==> config.mk <==
export PLATFORM = sky130hd
export DESIGN_NAME = imm_move_exec
export DESIGN_NICKNAME = d
export VERILOG_FILES = /design/src/rtl/imm_move_pkg.sv /design/src/rtl/imm_move_decode.sv /design/src/rtl/imm_move_alu.sv /design/src/rtl/imm_move_regfile.sv /design/src/rtl/imm_move_exec.sv
export SDC_FILE = /design/constraint.sdc
export NUM_CORES = 1
export LEC_CHECK = 0
export CORE_AREA = 2 2 111 113
export DETAILED_ROUTE_END_ITERATION = 8
export DIE_AREA = 0 0 113 115
export PLACE_DENSITY = 0.69
export SLEW_MARGIN = 10
export SYNTH_ARGS = -nofsm -noshare
export SYNTH_HDL_FRONTEND = slang
export SYNTH_SLANG_ARGS = --single-unit
export TNS_END_PERCENT = 20
==> constraint.sdc <==
create_clock -name clk -period 5.58 [get_ports clk]
set_input_delay 1.116 -clock clk [delete_from_list [all_inputs] [get_ports clk]]
set_output_delay 1.116 -clock clk [all_outputs]
set_load 0.005 [all_outputs]
==> src/rtl/imm_move_pkg.sv <==
package imm_move_pkg;
  localparam int XLEN    = 16;
  localparam int NREG    = 4;
  localparam int RIDX_W  = $clog2(NREG);
  localparam int IMM_W   = 8;
  localparam int OPC_W   = 4;

  typedef enum logic [OPC_W-1:0] {
    OPC_RMOVE = 4'h0,
    OPC_IMM   = 4'h1
  } opc_e;

  typedef struct packed {
    logic [IMM_W-1:0]  imm;
    logic [RIDX_W-1:0] sel;   // mode (imm form) or source (move form)
    logic [RIDX_W-1:0] dst;
    logic [OPC_W-1:0]  opc;
  } insn_t;

  typedef struct packed {
    logic              we;
    logic [RIDX_W-1:0] dst;
    logic [XLEN-1:0]   val;
    logic              bad;
  } wb_t;
endpackage

==> src/rtl/imm_move_decode.sv <==
module imm_move_decode
  import imm_move_pkg::*;
(
  input  logic             valid,
  input  logic [XLEN-1:0]  word,
  output logic             is_imm,
  output logic             is_move,
  output logic             is_bad,
  output insn_t            fields
);
  assign fields  = insn_t'(word);
  assign is_imm  = valid && (fields.opc == OPC_IMM);
  assign is_move = valid && (fields.opc == OPC_RMOVE);
  assign is_bad  = valid && !is_imm && !is_move;
endmodule

==> src/rtl/imm_move_alu.sv <==
module imm_move_alu
  import imm_move_pkg::*;
(
  input  logic             is_imm,
  input  insn_t            fields,
  input  logic [XLEN-1:0]  dst_val,
  input  logic [XLEN-1:0]  src_val,
  output logic [XLEN-1:0]  result
);
  localparam int EXT_W = XLEN - IMM_W;

  logic [XLEN-1:0] sext_imm, zext_imm, operand, base;
  logic            accumulate, upper;

  assign sext_imm = {{EXT_W{fields.imm[IMM_W-1]}}, fields.imm};
  assign zext_imm = {{EXT_W{1'b0}}, fields.imm};

  always_comb begin
    if (is_imm) begin
      accumulate = fields.sel[0];
      upper      = fields.sel[1];
      operand    = accumulate ? sext_imm : zext_imm;
      if (upper) operand = operand << IMM_W;
      base       = accumulate ? dst_val : '0;
    end else begin
      accumulate = 1'b1;
      upper      = 1'b0;
      operand    = sext_imm;
      base       = src_val;
    end
    result = base + operand;
  end
endmodule

==> src/rtl/imm_move_regfile.sv <==
module imm_move_regfile
  import imm_move_pkg::*;
(
  input  logic                 clk,
  input  logic                 rst,
  input  logic                 we,
  input  logic [RIDX_W-1:0]    waddr,
  input  logic [XLEN-1:0]      wdata,
  input  logic [RIDX_W-1:0]    raddr0,
  input  logic [RIDX_W-1:0]    raddr1,
  output logic [XLEN-1:0]      rdata0,
  output logic [XLEN-1:0]      rdata1,
  output logic [NREG*XLEN-1:0] all_regs
);
  logic [XLEN-1:0] regs [NREG];

  for (genvar g = 0; g < NREG; g++) begin : g_reg
    always_ff @(posedge clk) begin
      if (rst) regs[g] <= '0;
      else if (we && waddr == RIDX_W'(g)) regs[g] <= wdata;
    end
    assign all_regs[g*XLEN +: XLEN] = regs[g];

    assert property (@(posedge clk) disable iff (rst)
      !(we && waddr == RIDX_W'(g)) |=> $stable(regs[g]))
      else $error("assert_untouched_stable_R8 reg %0d", g);
  end

  assign rdata0 = regs[raddr0];
  assign rdata1 = regs[raddr1];
endmodule

==> src/rtl/imm_move_exec.sv <==
module imm_move_exec
  import imm_move_pkg::*;
(
  input  logic        clk,
  input  logic        rst,
  input  logic        insn_valid,
  input  logic [15:0] insn_word,
  output logic [15:0] reg_a,
  output logic [15:0] reg_b,
  output logic [15:0] reg_c,
  output logic [15:0] reg_d,
  output logic        bad_op
);
  logic            is_imm, is_move, is_bad;
  insn_t           f;
  logic [XLEN-1:0] dst_val, src_val, result;
  logic [NREG*XLEN-1:0] regs_flat;
  logic            bad_q;

  imm_move_decode u_dec (
    .valid(insn_valid), .word(insn_word),
    .is_imm(is_imm), .is_move(is_move), .is_bad(is_bad), .fields(f)
  );

  imm_move_regfile u_rf (
    .clk(clk), .rst(rst),
    .we(is_imm || is_move), .waddr(f.dst), .wdata(result),
    .raddr0(f.dst), .raddr1(f.sel),
    .rdata0(dst_val), .rdata1(src_val),
    .all_regs(regs_flat)
  );

  imm_move_alu u_alu (
    .is_imm(is_imm), .fields(f),
    .dst_val(dst_val), .src_val(src_val), .result(result)
  );

  always_ff @(posedge clk) begin
    if (rst) bad_q <= 1'b0;
    else     bad_q <= is_bad;
  end

  assign reg_a  = regs_flat[0*XLEN +: XLEN];
  assign reg_b  = regs_flat[1*XLEN +: XLEN];
  assign reg_c  = regs_flat[2*XLEN +: XLEN];
  assign reg_d  = regs_flat[3*XLEN +: XLEN];
  assign bad_op = bad_q;

  assert property (@(posedge clk) disable iff (rst)
    (insn_valid && insn_word[3:0] > 4'h1) |=> bad_op && $stable(regs_flat))
    else $error("assert_bad_opcode_R9");

  assert property (@(posedge clk) disable iff (rst)
    !insn_valid |=> !bad_op && $stable(regs_flat))
    else $error("assert_idle_hold_R8");

  assert property (@(posedge clk) disable iff (rst)
    (insn_valid && insn_word[3:0] == 4'h1 && insn_word[7:6] == 2'd2)
      |=> regs_flat[16*$past(insn_word[5:4]) +: 8] == 8'h00)
    else $error("assert_upper_low_zero_R5");

  assert property (@(posedge clk) disable iff (rst)
    (insn_valid && insn_word[3:0] == 4'h0 && insn_word[15:8] == 8'h00)
      |=> regs_flat[16*$past(insn_word[5:4]) +: 16] ==
          $past(regs_flat[16*insn_word[7:6] +: 16]))
    else $error("assert_plain_copy_R7");

  assert property (@(posedge clk) $rose(rst) |=> regs_flat == '0 && !bad_op)
    else $error("assert_reset_clear_R1");
endmodule

Word-level counts from Yosys, hierarchy flattened

Memory sizes are Yosys's and may differ from the RTL's.
Cells that the tools add are included.

Flip-flop bits (word level): 1
Memory bits (writable): 64
Input port bits: 19
Output and inout port bits: 65
Logic and storage cells: 47
Memories: 1

Add/sub/neg operators: 1
Equality and inequality tests: 4
Mux-type cells: 23
Bitwise logic cells: 4
Reductions and logical operators: 13

Memory list:

| name      | words | width | read ports | clocked after memory_dff | wr ports | line                   | RTL |
|---|---|---|---|---|---|---|---|
| u_rf.regs | 4     | 16    | 6          | 0                        | 4        | imm_move_regfile.sv:15 | `logic [XLEN-1:0] regs [NREG];` |

Operator list:

| cell               | number |
|---|---|
| $mux 16            | 9 |
| $add 16x16->16     | 1 |
| $mux 1             | 14 |
| $logic_and 1x1->1  | 8 |
| $eq 2x2->1 const B | 2 |
| $eq 4x1->1 const B | 1 |
| $logic_not 4->1    | 1 |
| $or 1x1->1         | 4 |
| $eq 2x1->1 const B | 1 |
| $logic_not 1->1    | 2 |
| $logic_not 2->1    | 1 |
| $logic_or 1x1->1   | 1 |

Depth between registers and ports, before layout

Gate-level depths: netlist (run 1).

Depth after elaboration: 8
Depth in mapped cells: 15

Cells and area by module

A second synthesis (run 1) with hierarchy kept.

Cell total of the unflattened synthesis: 369
Area total of the unflattened synthesis: 4485.6 um^2

By module, submodules not included:

| module           | times used | cells each | area each (um^2) |
|---|---|---|---|
| imm_move_regfile | 1          | 204        | 3244.4 |
| imm_move_alu     | 1          | 142        | 1053.5 |
| imm_move_decode  | 1          | 20         | 155.1 |
| imm_move_exec    | 1          | 3          | 32.5 |

Worst setup path after synthesis (run 1)

No wires, ideal clock.

Path kind: in2reg
Start: input insn_word[4]
End: memory u_rf.regs[0][14] (data pin)
Setup time: 0.259 ns
Arrival: 3.891 ns
Required time: 5.321 ns
Path slack: 1.430 ns
Stages: 13
Cell sequence: buf_2 -> buf_2 -> mux4_2 -> a22o_1 -> ha_1 -> fa_1 -> a211oi_2 -> o21bai_2 -> a211oi_2 -> a211oi_2 -> o22ai_2 -> xor2_2 -> nor2_1

RTL lines:

| what            | line                   | RTL |
|---|---|---|
| start, declared | imm_move_exec.sv:7     | `input logic [15:0] insn_word,` |
| end, declared   | imm_move_regfile.sv:15 |  |

==> reports/results.tsv, run 1 <==
metric	value	unit
numPortBuffers	83	
die_area	13000	um2
ir_worst_vdd	110	uV
cts_max_level	3	
layout.cells.non_filler	570	
setup-tns-final	0	ns
drive_gt1_share	14.9	%
violations	DRC	
die_h	115	um
hold_path_end	u_rf.regs[3][0]$_SDFFCE_PN0P_	
synth_ff_type	edfxtp_1	
postCtsSetupRepairBufs	0	
core_area	11800	um2
dr.pass1.iters	7	
arrival	4.66	ns
tightest_slew	0.941	ns
synth_cells	338	
grt_pass1_vias	3378	
synthArstFlopShare	0	%
max_freq	217	MHz
rsz0062_at_grt	no	
grt_use_total	19.0	%
synth_edf_count	64	
grt_antenna_before_repair	0	
cts.sinks	65	
antenna-diode-count	0	
grt_max_degree	17	
finalSetupViolCount	0	
vias_per_cell	5.68	
synth.distinct_cells	46	
worstPathMaxFanout	7	
timing.final.crit_share	82.5	%
drc_errors	3	
drv_slew	0	
rr_startpoint	u_rf.regs[3][0]$_SDFFCE_PN0P_	
hold_class	reg2reg	
place_congestion	0.882	
synth_area	4180	um2
status	finished with violations	
yosys-top-cells-area	edfxtp_1, mux4_2, nor2_1, ha_1, a22o_1	
ys_ff_latch	65	
fp.dieW	113	um
nNetsFinal	453	
dpl_cell_area	5150	um2
power	1.41	mW
io_pins	84	
crit_path_end_kind	flop	
cts_root_buf	clkbuf_16	
final_cell_area	5430	um2
yosys.cell_count.top_type	nor2_1	
holdPathStages	5	
synth_common_cells	nor2_1, edfxtp_1, mux4_2	
reg2reg_depth	11	
slew_headroom	37.1	%
clkTransAtPathRegs	0.05	ns
ant_nets	0	
cts_hold_buf	0	
hp-start	u_rf.regs[1][0]$_SDFFCE_PN0P_	
initial_core_util	35.4	%
yosysWarnings	0	
area_growth	29.9	%
dp_hpwl	8.57	mm
synth.top_cell.area_share	46.0	%
rows	40	
cts_tree	built	
reg2reg_to	u_rf.regs[1][12]$_SDFFCE_PN0P_	
cp.required	5.63	ns
synth_fp_nets	373	
p_per_area	260	nW/um2
period_needed	4.61	ns
cts_resized	0	
worstSkewPairLatency	0.34	ns
pre_cts_slack	0.639	ns
vias	3237	
place_inst	554	
fin_skew	0.00755	ns
finalHoldViolCount	0	
cts.path.max_buffers	2	
setup_ws	0.974	ns
cts_buffers	9	
drt_iter0_markers	268	
maxCapViolations	0	
routed_wl	11.9	mm
ys_seq_area_share	46.5	%
p_leak	2.05	nW
grt-ovfl-total	0	
synth.largest_area_cell	edfxtp_1	
worstSetupPathType	in2reg	
wl_per_cell	20.8	um
grt_first_pass_wirelength	18.6	mm
r2r_slack	2.24	ns
syn-mean-instance-area	12.4	um2
startpoint_type	input port	
==> kinds of logic after synthesis <==
logic type / after synthesis / synth area share, %
and+or+nand+nor: 116 / 12.6
AOI/OAI and AO/OA: 67 / 12.0
DFF: 65 / 46.5
muxes: 34 / 17.4
buffers and inverters: 24 / 3.03
xor gates and xnor gates: 16 / 3.54
adders and majority gates: 16 / 4.97
==> through the flow <==
stage                     util, %  hold slack, ns
final                        45.9            1.13
after global routing         45.9            1.20
after CTS                    45.9            1.13
after detailed placement     43.6            1.11
after global placement       43.6            1.11
after floorplan                 -            1.05
==> layer usage <==
| layer | vias to the layer above | track usage (%) | share of wire (%) |
|---|---|---|---|
| met2 | 168 | 30.1 | 48 |
| li1 | 1456 | - | - |
| met5 | - | 0 | 0 |
| met3 | 28 | 4.53 | 7.9 |
| met1 | 1585 | 25.7 | 42 |
| met4 | 0 | 6.99 | 2.0 |
==> how the worst max path moves through the flow <==
stage / to / slack (ns) / cells after the start / startpoint
after floorplan: u_rf.regs[0][14]$_SDFFCE_PN0P_ / 1.43 / 13 / insn_word[4]
after global placement: u_rf.regs[1][12]$_SDFFCE_PN0P_ / 0.67 / 13 / insn_word[6]
after detailed placement: u_rf.regs[1][12]$_SDFFCE_PN0P_ / 0.64 / 13 / insn_word[6]
after CTS: u_rf.regs[1][14]$_SDFFCE_PN0P_ / 0.97 / 13 / insn_word[6]
after global routing: u_rf.regs[3][14]$_SDFFCE_PN0P_ / 0.68 / 13 / insn_word[6]
final: u_rf.regs[1][12]$_SDFFCE_PN0P_ / 0.97 / 12 / insn_word[6]
==> flip-flops by register name, summed over array words and instances, names as in the netlist <==
register / cells
bad_op: 1
u_rf.regs: 64
==> cells in the final DEF, fill, tap and decap left out, types with 2 or more instances in the layout <==
cell,count
a21oi_2,2
mux4_2,31
a31o_2,2
and2_1,12
nand3b_1,2
nand3_1,6
nor2_1,69
a21oi_1,14
o21ai_1,3
inv_1,3
buf_12,2
a22o_1,15
clkbuf_1,5
a21o_1,10
a211oi_2,3
xor2_1,6
xnor2_1,9
nor3_1,2
clkbuf_8,2
nand2b_1,4
buf_4,5
ha_1,15
o21ai_0,7
mux2i_1,3
edfxtp_1,64
nand2_1,15
clkbuf_16,9
clkdlybuf4s50_1,83
==> worst max-delay path, cell delays in order <==
cell	delay, ns
clkdlybuf4s50_1	0.81
mux4_2	0.57
a22o_1	0.24
ha_1	0.21
fa_1	0.44
a211oi_2	0.27
o21bai_2	0.12
a21oi_2	0.20
o21ai_1	0.09
a21oi_1	0.18
xor2_1	0.30
nor2_1	0.09
==> where the power goes <==
group	internal, mW	switching [mW]
Sequential	0.557	0.0160
Combinational	0.149	0.170
Clock	0.326	0.192
==> layout make-up <==
class,count,area (um2)
inverters,3,11.3
clock buffers,16,272
fillers,1101,6390
flip-flops and latches,65,1940
multi-input cells,249,2110
well taps,147,184
repair buffers,90,908
Power figures use the tool's default switching activity.
==> run 2: changes to the inputs <==
==> constraint.sdc (replaced) <==
create_clock -name clk -period 4.48 [get_ports clk]
set_input_delay 0.896 -clock clk [delete_from_list [all_inputs] [get_ports clk]]
set_output_delay 0.896 -clock clk [all_outputs]
set_load 0.005 [all_outputs]
==> run 2 against run 1 <==
The run still ends with DRC left. Critical path type unchanged. Core utilization up 1.1 points. Count of clock-buffer cells in the layout down 6. First-iteration DRC count up 1.9%. Sequential share of layout area down 0.81 points. Largest cell class unchanged. Global-route usage up 0.066 points.
==> reports/results.tsv, run 2 (synthesis results as in run 1) <==
metric	value	unit	change
rr_startpoint	u_rf.regs[3][0]$_SDFFCE_PN0P_		
layout.cells.non_filler	591		+3.7%
worstPathCellList	clkdlybuf4s50_1, mux4_2, a22o_1, ha_1, fa_1, a211oi_2, o21bai_2, a211oi_2, a211oi_2, o22ai_2, xor2_2, nor2_1		
area_growth	32.9	%	
initial_core_util	35.4	%	unchanged
worstSetupPathType	in2reg		
tightest_slew	0.896	ns	-0.0445 ns
arrival	4.22	ns	-0.44 ns
nNetsFinal	474		+4.6%
r2r_slack	1.11	ns	-1.13 ns
io_pins	84		unchanged
drc_errors	3		unchanged
ir_worst_vdd	163	uV	+49%
cts_resized	0		unchanged
crit_path_end_kind	flop		
use_met3	3.16	%	-1.4 points
drive_gt1_share	19.8	%	+4.9 points
reg2reg_depth	11		unchanged
met1_usage	26.8	%	+1.0 points
cpMostUsedCell	a211oi_2		
final_cell_mix	clkdlybuf4s50_1, nor2_1, edfxtp_1		
numPortBuffers	83		unchanged
clkTransAtPathRegs	0.05	ns	about the same
startpoint_type	input port		
crit_slowest_cell	clkdlybuf4s50_1		
final_cell_area	5550	um2	+2.3%
max_stage_delay	0.64	ns	-0.17 ns
mostFrequentLayoutCell	clkdlybuf4s50_1		
hold_class	reg2reg		
maxCapViolations	0		unchanged
critPathBufInv	1		unchanged
grt_use_total	19.1	%	+0.066 points
cts_buffers	9		unchanged
grt_antenna_before_repair	0		unchanged
status	finished with violations		
critPathCapture	u_rf.regs[0][14]$_SDFFCE_PN0P_		
cts.path.max_buffers	2		unchanged
largest_reg_flops	64		unchanged
dp_hpwl	8.95	mm	+4.5%
rows	40		unchanged
cts.sinks	65		unchanged
worstPathMaxFanout	5		-2
grt_max_degree	17		unchanged
place_inst	575		+3.8%
fp.dieW	113	um	unchanged
ant_nets	0		unchanged
grt-ovfl-total	0		unchanged
core_area	11800	um2	unchanged
period_needed	4.16	ns	
holdPathStages	5		unchanged
startpoint	insn_word[4]		
max_freq	240	MHz	
finalHoldViolCount	0		unchanged
vias_per_cell	5.57		-1.9%
grt_first_pass_wirelength	18.6	mm	+0.15%
finalSetupViolCount	0		unchanged
die_h	115	um	unchanged
worstSkewPairLatency	0.33	ns	about the same
hp-start	u_rf.regs[1][0]$_SDFFCE_PN0P_		
crit_cells	12		unchanged
grt_pass1_vias	3368		-0.30%
fin_skew	0.00591	ns	-0.00163 ns
cts_hold_buf	0		unchanged
dr.pass1.iters	6		-1
wl_per_cell	20.5	um	-1.5%
rsz0062_at_grt	no		
timing.final.crit_share	92.9	%	
p_per_area	317	nW/um2	+22%
drv_slew	0		unchanged
p_leak	2.13	nW	+4.3%
violations	DRC		
reg2reg_to	u_rf.regs[0][14]$_SDFFCE_PN0P_		
regMostFlops	u_rf.regs		
crit_family	compound AO/OA/AOI/OAI gates		
fillers	1101		unchanged
cts_root_buf	clkbuf_16		
drt_iter0_markers	273		+1.9%
grt.busiest_layer	met2		
postCtsSetupRepairBufs	0		unchanged
slew_headroom	40.1	%	+2.9 points
routed_wl	12.1	mm	+2.1%
cts_max_level	3		unchanged
die_area	13000	um2	unchanged
antenna-diode-count	0		unchanged
vias	3293		+1.7%
grtUsageMet2	30.3	%	+0.24 points
cts_tree	built		
dpl_cell_area	5290	um2	+2.6%
cp.required	4.54	ns	-1.09 ns
place_congestion	0.853		-3.3%
run 2: worst reg2reg max path: stages, from the launching register on:
cell and delay (ns):
edfxtp_1 0.42, mux4_2 0.48, a22o_1 0.24, ha_1 0.20, fa_1 0.45, a211oi_2 0.27, o21bai_2 0.12, a211oi_2 0.27
a211oi_2 0.10, o22ai_2 0.22, xor2_2 0.25, nor2_1 0.08
run 2: per-layer routing:
layer  share of wire (%)  wire, um
met1                  44      5280
met2                  47      5710
met3                 7.6       926
met4                 1.6       192
met5                   0         0
run 2: worst min path at each step:
| stage | endpoint | slack (ns) |
|---|---|---|
| global placement | u_rf.regs[2][0]$_SDFFCE_PN0P_ | 1.11 |
| floorplan | bad_op$_SDFF_PP0_ | 1.03 |
| global route | u_rf.regs[2][0]$_SDFFCE_PN0P_ | 1.20 |
| CTS | u_rf.regs[0][0]$_SDFFCE_PN0P_ | 1.14 |
| finish | u_rf.regs[3][0]$_SDFFCE_PN0P_ | 1.14 |
| detailed placement | u_rf.regs[0][0]$_SDFFCE_PN0P_ | 1.12 |
run 2: through the flow:
step / setup TNS [ns] / setup WS, ns / util [%] / total power [mW] / hold WS (ns)
after floorplan: 0 / 0.550 / - / 0.977 / 1.03
after global placement: 0 / 0.0157 / 44.8 / 1.14 / 1.11
after detailed placement: -0.00105 / -0.00105 / 44.8 / 1.15 / 1.12
after CTS: 0 / 0.326 / 47.0 / 1.76 / 1.14
after global routing: 0 / 0.109 / 47.0 / 1.83 / 1.20
final: 0 / 0.320 / 47.0 / 1.76 / 1.14
run 2: cell type report:
cell class | instances | area [um2] | share of cell area (%)
repair buffers | 111 | 1040 | 18.8
inverters | 3 | 11.3 | 0.203
clock inverters | 6 | 35.0 | 0.631
clock buffers | 10 | 229 | 4.13
well taps | 147 | 184 | 3.31
multi-input cells | 249 | 2110 | 38.0
flip-flops and latches | 65 | 1940 | 35.0
run 2: power by group:
| part | internal [mW] | switching (mW) |
|---|---|---|
| logic | 0.207 | 0.216 |
| registers | 0.693 | 0.0204 |
| clock network | 0.370 | 0.253 |
| total | 1.27 | 0.490 |
